### src/rtl/svcb_pkg.sv
package svcb_pkg;
  localparam int DATA_W = 64;

  // register numbers whose position is behaviour (decoded by software)
  localparam int IX_FAULT     = 0;
  localparam int IX_FAULT_AND = 1;
  localparam int IX_FAULT_OR  = 2;
  localparam int IX_BASE      = 10;
  localparam int IX_BASE2     = 11;
  localparam int IX_CTRL      = 14;
  localparam int IX_CTRL_SET  = 18;
  localparam int IX_CTRL_CLR  = 19;
  localparam int IX_STAT      = 21;
  localparam int MM_IX_OFS    = 10;

  localparam int PLAIN_N = 4;

  localparam logic [DATA_W-1:0] BASE_ADDR_MASK = 64'h0003_FFFF_FFF0_0000;
  localparam logic [DATA_W-1:0] BASE_EN_BIT    = 64'h0000_0000_0000_0001;
  localparam logic [DATA_W-1:0] BASE2_MASK     = 64'h0003_FFFF_0000_0000;

  typedef enum logic [2:0] {
    OP_NONE,
    OP_LOAD,
    OP_AND,
    OP_OR,
    OP_CLR
  } op_e;

  // register numbers of the plain read/write words
  function automatic int plain_ix(int i);
    case (i)
      0:       return 6;
      1:       return 7;
      2:       return 15;
      default: return 20;
    endcase
  endfunction

  function automatic logic [DATA_W-1:0] apply_op(op_e op, logic [DATA_W-1:0] cur,
                                                 logic [DATA_W-1:0] d);
    case (op)
      OP_LOAD: return d;
      OP_AND:  return cur & d;
      OP_OR:   return cur | d;
      OP_CLR:  return cur & ~d;
      default: return cur;
    endcase
  endfunction
endpackage

### src/rtl/svcb_arb.sv
module svcb_arb
  import svcb_pkg::*;
#(
  parameter int ADDR_W = 8,
  parameter int IDX_W  = 6
) (
  input  logic              sc_req,
  input  logic              sc_we,
  input  logic [ADDR_W-1:0] sc_addr,
  input  logic [DATA_W-1:0] sc_wdata,
  output logic              sc_ready,
  input  logic              mm_req,
  input  logic              mm_we,
  input  logic [ADDR_W-1:0] mm_addr,
  input  logic [DATA_W-1:0] mm_wdata,
  output logic              mm_ready,
  output logic              acc_vld,
  output logic              acc_we,
  output logic              acc_scan,
  output logic [IDX_W-1:0]  acc_idx,
  output logic [DATA_W-1:0] acc_wdata
);
  localparam int WORD_W = ADDR_W - 3;

  logic [IDX_W-1:0] sc_idx;
  logic [IDX_W-1:0] mm_idx;
  logic             unused_lsb;

  assign unused_lsb = ^{sc_addr[2:0], mm_addr[2:0]};

  assign sc_idx = IDX_W'(sc_addr[ADDR_W-1:3]);
  assign mm_idx = IDX_W'(mm_addr[ADDR_W-1:3]) + IDX_W'(MM_IX_OFS);

  // scan port has fixed priority
  assign sc_ready = 1'b1;
  assign mm_ready = ~sc_req;

  always_comb begin
    acc_scan  = sc_req;
    acc_vld   = sc_req | mm_req;
    if (sc_req) begin
      acc_we    = sc_we;
      acc_idx   = sc_idx;
      acc_wdata = sc_wdata;
    end else begin
      acc_we    = mm_we;
      acc_idx   = mm_idx;
      acc_wdata = mm_wdata;
    end
  end

  localparam int UNUSED_WORD_W = WORD_W;
endmodule

### src/rtl/svcb_regfile.sv
module svcb_regfile
  import svcb_pkg::*;
#(
  parameter int                IDX_W   = 6,
  parameter logic [DATA_W-1:0] DEF_BAR = 64'h0001_2345_6780_0000
) (
  input  logic                           clk,
  input  logic                           rst_n,
  input  logic                           acc_vld,
  input  logic                           acc_we,
  input  logic                           acc_scan,
  input  logic [IDX_W-1:0]               acc_idx,
  input  logic [DATA_W-1:0]              acc_wdata,
  input  logic [DATA_W-1:0]              stat_in,
  output logic [DATA_W-1:0]              fir_q,
  output logic [DATA_W-1:0]              ctl_q,
  output logic [DATA_W-1:0]              bar_q,
  output logic [DATA_W-1:0]              bar2_q,
  output logic [DATA_W-1:0]              stat_q,
  output logic [PLAIN_N-1:0][DATA_W-1:0] plain_q,
  output logic                           err_pulse,
  output logic                           remap_pulse
);
  localparam logic [DATA_W-1:0] BAR_KEEP  = BASE_ADDR_MASK | BASE_EN_BIT;
  localparam logic [DATA_W-1:0] BAR_RESET = (DEF_BAR & BASE_ADDR_MASK) | BASE_EN_BIT;

  logic               wr;
  op_e                fault_op;
  op_e                ctrl_op;
  logic               bar_ld;
  logic               bar2_ld;
  logic               err_d;
  logic               remap_d;
  logic               fir_en;
  logic               ctl_en;
  logic [DATA_W-1:0]  fir_d;
  logic [DATA_W-1:0]  ctl_d;
  logic [DATA_W-1:0]  bar_d;
  logic [DATA_W-1:0]  bar2_d;
  logic [PLAIN_N-1:0] plain_sel;
  logic               plain_hit;

  assign wr = acc_vld & acc_we;

  // plain words: one storage register per entry
  for (genvar g = 0; g < PLAIN_N; g++) begin : g_plain
    logic en;
    assign plain_sel[g] = (acc_idx == IDX_W'(plain_ix(g)));
    assign en           = wr & plain_sel[g];
    always_ff @(posedge clk or negedge rst_n) begin
      if (!rst_n) begin
        plain_q[g] <= '0;
      end else if (en) begin
        plain_q[g] <= acc_wdata;
      end
    end
  end

  assign plain_hit = |plain_sel;

  // write decode
  always_comb begin
    fault_op = OP_NONE;
    ctrl_op  = OP_NONE;
    bar_ld   = 1'b0;
    bar2_ld  = 1'b0;
    err_d    = 1'b0;
    if (wr) begin
      case (acc_idx)
        IDX_W'(IX_FAULT):     fault_op = OP_LOAD;
        IDX_W'(IX_FAULT_AND): fault_op = OP_AND;
        IDX_W'(IX_FAULT_OR):  fault_op = OP_OR;
        IDX_W'(IX_CTRL):      ctrl_op  = OP_LOAD;
        IDX_W'(IX_CTRL_SET):  ctrl_op  = OP_OR;
        IDX_W'(IX_CTRL_CLR):  ctrl_op  = OP_CLR;
        IDX_W'(IX_BASE): begin
          if (acc_scan) bar_ld = 1'b1;
          else          err_d  = 1'b1;
        end
        IDX_W'(IX_BASE2):     bar2_ld  = 1'b1;
        IDX_W'(IX_STAT):      err_d    = 1'b1;
        default:              err_d    = ~plain_hit;
      endcase
    end
  end

  // next-state values
  always_comb begin
    fir_en  = (fault_op != OP_NONE);
    ctl_en  = (ctrl_op != OP_NONE);
    fir_d   = apply_op(fault_op, fir_q, acc_wdata);
    ctl_d   = apply_op(ctrl_op, ctl_q, acc_wdata);
    bar_d   = acc_wdata & BAR_KEEP;
    bar2_d  = acc_wdata & BASE2_MASK;
    remap_d = bar_ld & (bar_q[0] | acc_wdata[0]);
  end

  always_ff @(posedge clk or negedge rst_n) begin
    if (!rst_n) begin
      fir_q       <= '0;
      ctl_q       <= '0;
      bar_q       <= BAR_RESET;
      bar2_q      <= '0;
      stat_q      <= '0;
      err_pulse   <= 1'b0;
      remap_pulse <= 1'b0;
    end else begin
      if (fir_en)  fir_q  <= fir_d;
      if (ctl_en)  ctl_q  <= ctl_d;
      if (bar_ld)  bar_q  <= bar_d;
      if (bar2_ld) bar2_q <= bar2_d;
      stat_q      <= stat_in;
      err_pulse   <= err_d;
      remap_pulse <= remap_d;
    end
  end
endmodule

### src/rtl/svcb_readback.sv
module svcb_readback
  import svcb_pkg::*;
#(
  parameter int IDX_W = 6
) (
  input  logic                           clk,
  input  logic                           rst_n,
  input  logic                           acc_vld,
  input  logic                           acc_we,
  input  logic                           acc_scan,
  input  logic [IDX_W-1:0]               acc_idx,
  input  logic [DATA_W-1:0]              fir_q,
  input  logic [DATA_W-1:0]              ctl_q,
  input  logic [DATA_W-1:0]              bar_q,
  input  logic [DATA_W-1:0]              bar2_q,
  input  logic [DATA_W-1:0]              stat_q,
  input  logic [PLAIN_N-1:0][DATA_W-1:0] plain_q,
  output logic [DATA_W-1:0]              sc_rdata,
  output logic                           sc_rvalid,
  output logic [DATA_W-1:0]              mm_rdata,
  output logic                           mm_rvalid
);
  logic [DATA_W-1:0] rd_val;
  logic              rd;
  logic              sc_ld;
  logic              mm_ld;

  always_comb begin
    case (acc_idx)
      IDX_W'(IX_FAULT): rd_val = fir_q;
      IDX_W'(IX_BASE):  rd_val = bar_q;
      IDX_W'(IX_BASE2): rd_val = bar2_q;
      IDX_W'(IX_CTRL):  rd_val = ctl_q;
      IDX_W'(IX_STAT):  rd_val = stat_q;
      default:          rd_val = '1;
    endcase
    for (int i = 0; i < PLAIN_N; i++) begin
      if (acc_idx == IDX_W'(plain_ix(i))) rd_val = plain_q[i];
    end
  end

  assign rd    = acc_vld & ~acc_we;
  assign sc_ld = rd & acc_scan;
  assign mm_ld = rd & ~acc_scan;

  always_ff @(posedge clk or negedge rst_n) begin
    if (!rst_n) begin
      sc_rdata  <= '0;
      sc_rvalid <= 1'b0;
      mm_rdata  <= '0;
      mm_rvalid <= 1'b0;
    end else begin
      sc_rvalid <= sc_ld;
      mm_rvalid <= mm_ld;
      if (sc_ld) sc_rdata <= rd_val;
      if (mm_ld) mm_rdata <= rd_val;
    end
  end
endmodule

### src/rtl/svc_bridge_regs.sv
module svc_bridge_regs
  import svcb_pkg::*;
#(
  parameter int                ADDR_W  = 8,
  parameter logic [DATA_W-1:0] DEF_BAR = 64'h0001_2345_6780_0000
) (
  input  logic              clk,
  input  logic              rst_n,
  input  logic              sc_req,
  input  logic              sc_we,
  input  logic [ADDR_W-1:0] sc_addr,
  input  logic [63:0]       sc_wdata,
  output logic              sc_ready,
  output logic [63:0]       sc_rdata,
  output logic              sc_rvalid,
  input  logic              mm_req,
  input  logic              mm_we,
  input  logic [ADDR_W-1:0] mm_addr,
  input  logic [63:0]       mm_wdata,
  output logic              mm_ready,
  output logic [63:0]       mm_rdata,
  output logic              mm_rvalid,
  input  logic [63:0]       stat_in,
  output logic [63:0]       region_base,
  output logic              region_en,
  output logic              remap_pulse,
  output logic              err_pulse
);
  localparam int IDX_W = ADDR_W - 2;

  logic [1:0]                     rst_pipe;
  logic                           rst_sync_n;
  logic                           acc_vld;
  logic                           acc_we;
  logic                           acc_scan;
  logic [IDX_W-1:0]               acc_idx;
  logic [DATA_W-1:0]              acc_wdata;
  logic [DATA_W-1:0]              fir_q;
  logic [DATA_W-1:0]              ctl_q;
  logic [DATA_W-1:0]              bar_q;
  logic [DATA_W-1:0]              bar2_q;
  logic [DATA_W-1:0]              stat_q;
  logic [PLAIN_N-1:0][DATA_W-1:0] plain_q;

  // asynchronous assertion, synchronous release
  always_ff @(posedge clk or negedge rst_n) begin
    if (!rst_n) rst_pipe <= '0;
    else        rst_pipe <= {rst_pipe[0], 1'b1};
  end
  assign rst_sync_n = rst_pipe[1];

  svcb_arb #(.ADDR_W(ADDR_W), .IDX_W(IDX_W)) u_arb (
    .sc_req   (sc_req),
    .sc_we    (sc_we),
    .sc_addr  (sc_addr),
    .sc_wdata (sc_wdata),
    .sc_ready (sc_ready),
    .mm_req   (mm_req),
    .mm_we    (mm_we),
    .mm_addr  (mm_addr),
    .mm_wdata (mm_wdata),
    .mm_ready (mm_ready),
    .acc_vld  (acc_vld),
    .acc_we   (acc_we),
    .acc_scan (acc_scan),
    .acc_idx  (acc_idx),
    .acc_wdata(acc_wdata)
  );

  svcb_regfile #(.IDX_W(IDX_W), .DEF_BAR(DEF_BAR)) u_regs (
    .clk        (clk),
    .rst_n      (rst_sync_n),
    .acc_vld    (acc_vld),
    .acc_we     (acc_we),
    .acc_scan   (acc_scan),
    .acc_idx    (acc_idx),
    .acc_wdata  (acc_wdata),
    .stat_in    (stat_in),
    .fir_q      (fir_q),
    .ctl_q      (ctl_q),
    .bar_q      (bar_q),
    .bar2_q     (bar2_q),
    .stat_q     (stat_q),
    .plain_q    (plain_q),
    .err_pulse  (err_pulse),
    .remap_pulse(remap_pulse)
  );

  svcb_readback #(.IDX_W(IDX_W)) u_rdbk (
    .clk      (clk),
    .rst_n    (rst_sync_n),
    .acc_vld  (acc_vld),
    .acc_we   (acc_we),
    .acc_scan (acc_scan),
    .acc_idx  (acc_idx),
    .fir_q    (fir_q),
    .ctl_q    (ctl_q),
    .bar_q    (bar_q),
    .bar2_q   (bar2_q),
    .stat_q   (stat_q),
    .plain_q  (plain_q),
    .sc_rdata (sc_rdata),
    .sc_rvalid(sc_rvalid),
    .mm_rdata (mm_rdata),
    .mm_rvalid(mm_rvalid)
  );

  assign region_base = bar_q & BASE_ADDR_MASK;
  assign region_en   = bar_q[0];
endmodule

### config.mk
export PLATFORM = sky130hd
export DESIGN_NAME = svc_bridge_regs
export DESIGN_NICKNAME = d
export VERILOG_FILES = /design/src/rtl/svcb_pkg.sv /design/src/rtl/svcb_arb.sv /design/src/rtl/svcb_regfile.sv /design/src/rtl/svcb_readback.sv /design/src/rtl/svc_bridge_regs.sv
export SDC_FILE = /design/constraint.sdc
export NUM_CORES = 1
export LEC_CHECK = 0
export BUFFER_PORTS_ARGS = -buffer_cell sky130_fd_sc_hd__buf_4
export CAP_MARGIN = 10
export CORE_MARGIN = 2
export CORE_UTILIZATION = 45
export DETAILED_ROUTE_END_ITERATION = 6
export SLEW_MARGIN = 30
export SYNTH_ARGS = -nofsm -noshare
export SYNTH_HDL_FRONTEND = slang
export SYNTH_HIERARCHICAL = 1
export SYNTH_SLANG_ARGS = --single-unit
### constraint.sdc
create_clock -name clk -period 59.6 [get_ports clk]
set_clock_uncertainty 0.1 [all_clocks]
set_input_delay 2.98 -clock clk [delete_from_list [all_inputs] [get_ports clk]]
set_output_delay 2.98 -clock clk [all_outputs]
set_load 0.05 [all_outputs]
* After elaboration in Yosys (flattened, before gate mapping) *
Cells that the tools add are included.
W data, S select, Z words.

word-level totals
  register bits = 631
  input port bits = 214
  output and inout port bits = 199
  word-level logic and storage cells = 89

operators by class
  $add $sub $neg = 1
  eq/ne operators = 20
  mux-type cells = 22
  bitwise operators = 21
  reductions and logical operators = 9

operators with widths
  operator               count
  $pmux W64 S4           2
  $mux W64               5
  $pmux W64 S5           1
  $and A64 B64 Y64       4
  $or A64 B64 Y64        2
  $not A64 Y64           1
  $eq A6 B4 Y1 const B   4
  $eq A6 B5 Y1 const B   4
  $eq A3 B2 Y1 const B   4
  $eq A6 B3 Y1 const B   2
  $and A1 B1 Y1          9
  $pmux W3 S3            1
  $mux W1                8
  $reduce_bool A4 Y1     2
  $reduce_or A7 Y1       1
  $add A5 B4 Y6 const B  1
  $eq A3 B1 Y1 const B   2
  $eq A3 B3 Y1 const B   2
  $eq A6 B1 Y1 const B   1
  $eq A6 B2 Y1 const B   1
  $logic_not A6 Y1       1
  $mux W6                1
  $pmux W2 S3            1
  $reduce_bool A3 Y1     2
  7 further kinds        11

* Longest topological paths before layout *
Gate-level depths: netlist of run 1.

  depth after elaboration = 8
  gate-level depth with buffers = 11
  mapped depth without buffers = 8

* By module *
Netlist of run 1, hierarchy kept.

modules (own cells, without submodules)
  module           instances  cells each  area an instance (µm²)  sequential area each (µm²)
  svcb_regfile     1          1480        20424.6                 12504.5
  svcb_readback    1          1193        10388.7                 3253.1
  svcb_arb         1          92          938.4                   0.0
  svc_bridge_regs  1          38          312.8                   50.0

* Least setup slack after synthesis of run 1 *
OpenSTA, ideal clock, no wires.

  path type = input to output
  start = input port sc_req
  end = output port mm_ready
  arrival time = 3.580 ns
  data required time = 56.520 ns
  slack = 52.940 ns
  cell stages on the path = 3
  path buffers = 2
  cells stage by stage = buf_4 -> buf_6 -> inv_1

between the ends
  word-level cells in the longest chain between the ends = 1

RTL lines
  item                line                   text
  start: declaration  svc_bridge_regs.sv:9   input logic sc_req,
  $not A1 Y1          svcb_arb.sv:36         assign mm_ready = ~sc_req;
  end: declaration    svc_bridge_regs.sv:20  output logic mm_ready,

No other way between the ends.

* Final worst setup path of run 1 *
Ends and elaborated chain as after synthesis.

==> results by group, run 1 <==
Clock network
  – CTS sink cnt: between 600 and 700
  – Post-CTS Setup Inserts: 0
  – Htree depth: 3
  – CTS Hold Bufs: 0
  – Clock Root Buffer: clkbuf_16
  – CTS tree: built
  – CTS max path bufs: 3
  – CTS buffer count: a little over 70
  – Resized Gates After CTS: 0
  – Clock Latency Late Sink: roughly 0.6 ns
  – CTS clk-pin slew, worst paths: about 0.05 ns

STA
  – Final hold slack: between 0.1 and 0.15 ns
  – Setup slack after layout: 52.09 ns
  – Setup Viol. Count Final: 0
  – Fmax: between 0.1 and 0.15 GHz
  – Endpoints failing hold: 0
  – Tcrit/Tclk final: between 10 and 15%
  – Crit path time final: about 7.5 ns
  – Setup TNS: 0 ns
  – Worst relative slew slack: around a third
  – RSZ-0062 raised after global routing: no
  – Worst Tran Pin Value: about 1.0 ns
  – Slew Limit Fails: 0

Yosys
  – Number of flops mapped to enable cells by yosys: 0
  – Yosys warning count: 6
  – Part of the Yosys area used for sequential elements: around half
  – Syn Inst Count: 2,803
  – Syn_area_per_cell: roughly 11 µm²
  – Top FF cell, synth: dfrtp_1
  – Count of cell types in the netlist: about 60
  – Synth Cell Area: 32,100 µm²
  – Register bit count reported by yosys: about 630
  – Asr flop ratio synth: 100%

Worst setup path
  – Worst path max stage delay: 0.70 ns
  – Crit-path most repeated cell: buf_4
  – Worst Path Max Fanout: 48
  – Crit-path cells: buf_4, buf_4, inv_1, buf_4
  – Type of the worst setup path: input pin to output pin
  – Worst Setup Start Kind: input pin
  – Buf/Inv on CP: 4
  – Setup crit end kind: output pin
  – CP top delay family: buffers and inverters
  – Worst endpoint data arrival time: between 4 and 5 ns
  – CP max-delay cell: buf_4
  – Worst Path Required: roughly 57 ns

Power
  – Sequential Power Share: between 40% and 50%
  – Clock network power share: approximately a third
  – Power Dens Cells: 36.5 nW/µm²
  – Leakage: between 15 and 20 nW
  – Internal power: 0.921 mW
  – Combinational fraction of design power: 25.2%
  – NetSw: roughly 0.45 mW
  – Worst IR drop on VDD: between 0.02 and 0.025 mV
  – Switching Share: between 30% and 40%
  – Design Power: ~1.4 mW

Routing
  – Antenna-violating nets left: 0
  – First-pass DRT Iterations: 5
  – Routed wire per std cell: between 20 and 30 µm
  – Vias per cell: a little over 6
  – Wire length after detailed routing: between 100,000 and 150,000 µm
  – Initial drt markers: around 1,900
  – DRC: 0
  – Via count: between 20,000 and 25,000

Placement
  – DP Worst Slack: about 52 ns
  – HPWL after detailed placement: between 50,000 and 60,000 µm
  – Final GP Congestion: between 0.7 and 0.8
  – Post-Place Cell Area: ~35,000 µm²
  – Placed Cells: ~4,000
  – # port buffers: approximately 370

Cells and area
  – Non-Filler Instances: between 4,000 and 5,000
  – # diodes: 0
  – Fillers: approximately 6,000
  – Final #Nets: between 3,000 and 4,000
  – Final Cell Area: ~38,000 µm²
  – Share of layout cells above drive strength 1: between 30% and 40%
  – Final core area utilization: between 50% and 60%
  – Area Overhead vs Synth: 17.0%

Floorplanning
  – Initial Util: between 40% and 50%
  – I/O pin total: between 400 and 500
  – Die ar.: 73,400 µm²
  – # rows: slightly below 100
  – Die Wd: roughly 270 µm
  – Core footprint: 70,300 µm²
  – Die Y-Extent: ~270 µm

Job
  – Max cap viols: 0

Global route
  – Total track usage: 27.1%
  – Initial antenna violation count: 1
  – Maximum number of pins on one net before global-route repair: between 100 and 150
  – First-pass GRT wire length: 155,000 µm
  – Overflow after GRT: 0
  – Number of global-route vias before repair: between 20,000 and 30,000

Status
  – Status: complete, no violations

Hold path
  – Hold Path Class: flop to async pin
## state kept, by name, summed over array words and instances, names as in the netlist, 2 cells and up
register and cells:
u_regs/plain_q 256, u_rdbk/mm_rdata 64, u_rdbk/sc_rdata 64, u_regs/ctl_q 64
u_regs/fir_q 64, u_regs/stat_q 64, u_regs/bar_q 31, u_regs/bar2_q 18
rst_pipe 2
## path summary, 6_finish.rpt
path | depth (start not counted) | slack [ns] | from | end
setup / recovery | 4 | 52.09 | sc_req | mm_ready
hold / removal | 0 | 0.10 | rst_pipe[1]$_DFF_PN0_ | u_regs/stat_q[45]$_DFF_PN0_
setup reg to reg | 3 | 57.15 | rst_pipe[1]$_DFF_PN0_ | u_regs/fir_q[15]$_DFFE_PN0P_
hold reg to reg | 0 | 0.10 | rst_pipe[1]$_DFF_PN0_ | u_regs/stat_q[45]$_DFF_PN0_
max in group asynchronous | 3 | 57.15 | rst_pipe[1]$_DFF_PN0_ | u_regs/fir_q[15]$_DFFE_PN0P_
min in group clk | 0 | 0.25 | rst_pipe[0]$_DFF_PN0_ | rst_pipe[1]$_DFF_PN0_
## power groups by stage
stage | clock, mW | sequential, mW | combinational, mW
detailed placement | 0 | 0.586 | 0.343
CTS | 0.454 | 0.579 | 0.344
floorplan | 0 | 0.651 | 0.168
global placement | 0 | 0.579 | 0.333
finish | 0.446 | 0.578 | 0.346
global route | 0.473 | 0.589 | 0.368
## cells by family after synthesis
family                     synth area share (%)
buffers and inverters                      7.93
adders and majority gates                0.0390
AOI/OAI and AO/OA                          18.1
DFF                                        49.3
and+or+nand+nor                            9.49
xor gates and xnor gates                 0.0273
other                                    0.0468
muxes                                      15.1
## layout make-up
| type | count | area, µm² | area share, % |
|---|---|---|---|
| Sequential cell | 631 | 15800 | 42.1 |
| Multi-Input combinational cell | 1769 | 14300 | 38.1 |
| Timing Repair Buffer | 422 | 3330 | 8.87 |
| Clock buffer | 107 | 2150 | 5.73 |
| Tap cell | 940 | 1180 | 3.14 |
| Inverter | 142 | 534 | 1.42 |
| Clock inverter | 20 | 224 | 0.597 |
## per-layer routing
layer / share of wire [%] / vias to the layer above / global-route usage [%]
met3: 6.8 / 206 / 3.98
met1: 43 / 12600 / 36.7
met2: 48 / 964 / 44.4
met5: 0 / - / 0
met4: 2.9 / 0 / 9.26
li1: - / 10700 / -
## layout by cell type, fill, tap and decap left out, types with 3 or more instances in the layout
cell type,Yosys,final
a221o_1,27,27
a221o_2,37,37
a22o_1,63,63
a31oi_1,128,128
and3_1,130,130
and3b_4,0,3
buf_12,0,7
buf_4,116,404
buf_6,16,9
bufinv_16,0,4
clkbuf_1,164,18
clkbuf_16,0,76
clkbuf_8,0,13
clkinv_2,0,12
conb_1,4,115
dfrtp_1,617,616
dfstp_2,14,14
inv_1,142,141
mux2_1,54,52
mux2_2,318,318
mux2i_1,64,64
nand2_1,7,5
nand3b_1,66,66
nand4b_1,63,63
nor2_1,131,131
nor2b_1,57,56
nor3_4,2,3
nor3b_2,0,4
o2111ai_1,64,64
o211ai_1,74,74
o21a_1,3,3
o21ai_0,142,140
o221ai_1,4,4
o221ai_2,50,50
o22a_1,64,64
o31ai_1,63,63
or3_4,1,3
## cell usage after synthesis (3+ instances only)
library cell / n / area, µm²
dfrtp_1: 617 / 15400
inv_1: 142 / 533
buf_2: 47 / 235
dfstp_2: 14 / 368
nor3b_1: 6 / 45.0
o2111ai_1: 64 / 561
o221ai_1: 4 / 35.0
buf_4: 116 / 871
o22a_1: 64 / 561
o221ai_2: 50 / 751
a221o_2: 37 / 417
buf_6: 16 / 180
nand4b_1: 63 / 552
clkbuf_1: 164 / 616
o211ai_1: 74 / 556
o21a_1: 3 / 22.5
nand2_1: 7 / 26.3
nor2b_1: 57 / 357
a31oi_1: 128 / 801
nand3b_1: 66 / 495
nand3_1: 3 / 15.0
or3_1: 3 / 18.8
conb_1: 4 / 15.0
a221o_1: 27 / 270
nor2_1: 131 / 492
o21ai_0: 142 / 711
a22o_1: 63 / 552
buf_1: 29 / 109
and3_1: 130 / 813
mux2_1: 54 / 608
mux2_2: 318 / 3580
and3b_1: 3 / 26.3
o31ai_1: 63 / 473
mux2i_1: 64 / 641
Note: power is estimated with default switching activity, not from simulation.
==> inputs of run 2 (changes only) <==
--- a/config.mk
+++ b/config.mk
@@ -5,11 +5,13 @@
 export SDC_FILE = /design/constraint.sdc
 export NUM_CORES = 1
 export LEC_CHECK = 0
+export ABC_AREA = 1
 export BUFFER_PORTS_ARGS = -buffer_cell sky130_fd_sc_hd__buf_4
 export CAP_MARGIN = 10
 export CORE_MARGIN = 2
 export CORE_UTILIZATION = 45
 export DETAILED_ROUTE_END_ITERATION = 6
+export PLACE_DENSITY = 0.67
 export SLEW_MARGIN = 30
 export SYNTH_ARGS = -nofsm -noshare
 export SYNTH_HDL_FRONTEND = slang
==> constraint.sdc (replaced) <==
create_clock -name clk -period 6.35 [get_ports clk]
set_clock_uncertainty 0.1 [all_clocks]
set_input_delay 0.3175 -clock clk [delete_from_list [all_inputs] [get_ports clk]]
set_output_delay 0.3175 -clock clk [all_outputs]
set_load 0.05 [all_outputs]
==> run 2 against run 1 <==
  * Synthesized cell count rose by 49%
  * Core utilization rose by 0.64 points
  * First-iteration DRC count rose by 37%
  * Critical endpoint is now u_rdbk/mm_rdata[33]$_DFFE_PN0P_
  * Largest cell class unchanged
==> results by group, run 2 <==
Clock network
  – Resized Gates After CTS: 0 (unchanged)
  – Clock Root Buffer: clkbuf_16
  – CTS sink cnt: 631 (unchanged)
  – Clock Latency Late Sink: 0.61 ns (about the same)
  – CTS clk-pin slew, worst paths: 0.07 ns (+0.02 ns)
  – CTS max path bufs: 3 (unchanged)
  – Htree depth: 3 (unchanged)
  – CTS tree: built
  – CTS buffer count: 71 (-1.4%)

Placement
  – Final GP Congestion: 0.808 (+3.1%)
  – HPWL after detailed placement: 59,700 µm (+2.5%)
  – Post-Place Cell Area: 35,000 µm² (-0.23%)
  – Placed Cells: 5,304 (+36%)
  – # port buffers: 371 (unchanged)
  – DP Worst Slack: 1.82 ns (-50.11 ns)

Worst setup path
  – Buf/Inv on CP: 6 (+2)
  – Cell count along the critical path: 17 (+13)
  – Worst path max stage delay: 0.82 ns (+0.12 ns)
  – Worst setup path end: u_rdbk/mm_rdata[33]$_DFFE_PN0P_
  – Worst Setup Start Kind: input pin
  – Setup crit start: sc_req
  – Register-to-register setup slack: 4.18 ns (-52.97 ns)
  – FF-to-FF End: u_rdbk/sc_rdata[6]$_DFFE_PN0P_
  – Worst Path Max Fanout: 57 (+19%)
  – Crit-path most repeated cell: nand2_1
  – Crit-path cells: buf_4, clkinv_2, buf_4, nand2_1, nand2_1, inv_1, nand2_1, inv_2, buf_4, nand3_1, nand2_1, nor2_1, nand3_2, nand4_1, nand2_1, nand2_1, nand2_1
  – Type of the worst setup path: input pin to flop
  – Setup crit end kind: flop
  – RR Startpoint: rst_pipe[1]$_DFF_PN0_
  – Worst Path Required: 6.80 ns (-49.72 ns)
  – CP max-delay cell: inv_2
  – Worst endpoint data arrival time: 4.35 ns (-0.08 ns)
  – CP top delay family: buffers and inverters
  – Reg2reg path depth: 2 (-1)

Global route
  – First-pass GRT wire length: 159,000 µm (+2.8%)
  – Number of global-route vias before repair: 27,200 (+6.2%)
  – Overflow after GRT: 0 (unchanged)
  – Maximum number of pins on one net before global-route repair: 169 (+18%)
  – Initial antenna violation count: 3 (+2)
  – Total track usage: 27.7% (+0.62 points)

Cells and area
  – Non-Filler Instances: 5,549 (+38%)
  – Most frequent cells in the layout: nand2_1 (1,596), dfrtp_1 (616), buf_4 (422)
  – Largest Register: u_regs/plain_q
  – Share of layout cells above drive strength 1: 16.4% (-15 points)
  – Fillers: 6,760 (+12%)
  – Final core area utilization: 54.0% (+0.64 points)
  – Area Overhead vs Synth: 19.2%
  – Final #Nets: 4,752 (+46%)
  – Commonest non-fill, non-tap cell in the layout: nand2_1
  – Largest register FFs: 256 (unchanged)
  – Final Cell Area: 38,600 µm² (+2.8%)

Power
  – Worst IR drop on VDD: 0.191 mV (+670%)
  – Clock network power share: 34.6% (+2.0 points)
  – Power Dens Cells: 324 nW/µm² (+790%)
  – Leakage: 18.7 nW (+10%)
  – NetSw: 4.23 mW (+840%)
  – Sequential Power Share: 41.5% (-0.7 points)
  – Internal power: 8.24 mW (+800%)
  – Switching Share: 33.9% (+1.1 points)
  – Combinational fraction of design power: 24.0% (-1.2 points)

Floorplanning
  – # rows: 98 (+1.0%)
  – Core footprint: 71,400 µm² (+1.6%)
  – Die Wd: 272 µm (+0.43%)
  – Initial Util: 45.3% (-0.30 points)
  – Die Y-Extent: 272 µm (+0.43%)
  – I/O pin total: 413 (unchanged)
  – Die ar.: 74,000 µm² (+0.87%)

Yosys
  – Register bit count reported by yosys: 631 (unchanged)
  – Number of flops mapped to enable cells by yosys: 0 (unchanged)
  – Top FF cell, synth: dfrtp_1
  – Yosys warning count: 6 (unchanged)
  – Syn Inst Count: 4,184 (+49%)
  – Area contributors post-synth: dfrtp_1 (48%), nand2_1 (19%), o21ai_0 (5.7%), inv_1 (4.6%), nand3_2 (3.8%)
  – Syn_area_per_cell: 7.73 µm² (-32%)
  – Synth Cell Area: 32,300 µm² (+0.88%)
  – Post-synth top area cell: dfrtp_1
  – Part of the Yosys area used for sequential elements: 48.9% (-0.43 points)
  – Most common cell in the netlist: nand2_1
  – Asr flop ratio synth: 100% (unchanged)
  – Synth top cells by count: nand2_1 (1,599), dfrtp_1 (617), inv_1 (398)
  – Count of cell types in the netlist: 30 (-49%)
  – Share of the synthesized area in the top cell type: 47.7% (-0.42 points)

Routing
  – DRC: 0 (unchanged)
  – Wire length after detailed routing: 104,000 µm (+2.2%)
  – Routed wire per std cell: 18.7 µm (-26%)
  – Via count: 28,700 (+17%)
  – Vias per cell: 5.17 (-15%)
  – Antenna-violating nets left: 0 (unchanged)
  – First-pass DRT Iterations: 6 (+1)
  – Initial drt markers: 2,637 (+37%)

Hold path
  – Hold Path Class: input pin to flop

STA
  – Crit path time final: 3.90 ns
  – Setup Viol. Count Final: 0 (unchanged)
  – Fmax: 0.256 GHz
  – Setup slack after layout: 2.45 ns (-49.64 ns)
  – Setup TNS: 0 ns (unchanged)
  – Worst relative slew slack: 26.0% (-5.7 points)
  – Slew Limit Fails: 0 (unchanged)
  – Tcrit/Tclk final: between 60% and 70%
  – Endpoints failing hold: 0 (unchanged)
  – RSZ-0062 raised after global routing: no
  – Worst Tran Pin Value: 1.11 ns (+0.0840 ns)

Job
  – Max cap viols: 0 (unchanged)

Status
  – Status: complete, no violations
-- run 2: cell count changes in the layout (fill, tap and decap cells not counted), moves of 74 or more --
cell / delta
nand2_1: +1591
inv_1: +257
o211ai_1: -74
nand3_2: +122
nand4_1: +127
and3_1: -130
a31oi_1: -128
o21ai_0: +230
nand3_1: +207
dlygate4sd3_1: +109
a21oi_1: +128
mux2_2: -318
-- run 2: cell type report --
cell class	instances	area, µm²	share of cell area [%]
diodes	3	7.51	0.0195
clock buffers	100	2080	5.40
clock inverters	32	374	0.970
inverters	407	1530	3.97
multi-input cells	2887	13100	34.1
flip-flops and latches	631	15800	41.0
well taps	950	1190	3.08
repair buffers	539	4430	11.5
-- run 2: worst reg2reg max path: stages (launching register included) --
cell     delay, ns
dfrtp_4       0.91
buf_4         0.59
buf_4         0.62
-- run 2: timing repair --
item                                   CTS  global route
buffers inserted                         0             0
endpoints found under the hold margin   88             0
hold buffers                           109             0
-- run 2: power groups by stage --
stage               Clock [mW]  Combinational [mW]  Sequential (mW)
global placement             0                2.87             5.21
finish                    4.31                2.99             5.18
CTS                       4.38                2.98             5.17
global route              4.56                3.25             5.27
detailed placement           0                2.91             5.23
floorplan                    0                1.25             5.98
-- run 2: worst min-delay path by stage --
stage	start	endpoint	slack, ns	depth (start not counted)
after floorplan	rst_n	rst_pipe[0]$_DFF_PN0_	-0.08	0
after global placement	rst_n	rst_pipe[0]$_DFF_PN0_	0.0003	1
after detailed placement	rst_n	rst_pipe[0]$_DFF_PN0_	0.007	1
after CTS	mm_wdata[40]	u_regs/ctl_q[40]$_DFFE_PN0P_	0.003	5
after global routing	sc_wdata[33]	u_regs/ctl_q[33]$_DFFE_PN0P_	0.03	5
final	mm_wdata[51]	u_regs/ctl_q[51]$_DFFE_PN0P_	0.02	5
-- run 2: cell families (layout without fill, tap and decap cells) --
kind of cell / after synthesis / in the layout / share of synthesized area (%)
other: 4 / 118 / 0.0464
flip-flops: 631 / 631 / 48.9
buffers and inverters: 777 / 1078 / 12.3
AND/OR/NAND/NOR: 2271 / 2271 / 31.0
AO/OA/AOI/OAI: 500 / 500 / 7.74
adder cells (fa/ha/maj): 1 / 1 / 0.0387
-- run 2: per-layer routing --
layer  vias up  track usage [%]  share of wire (%)
met3       175             4.71                8.4
met2      1214             44.3                 46
li1      13600                -                  -
met1     13700             38.0                 42
met4         0             9.88                3.0
met5         -                0                  0
-- run 2: per-stage QoR --
stage               power (mW)  hold WS [ns]
floorplan                 7.23       -0.0781
global placement          8.08      0.000349
detailed placement        8.14       0.00654
CTS                       12.5       0.00271
global route              13.1        0.0343
finish                    12.5        0.0217
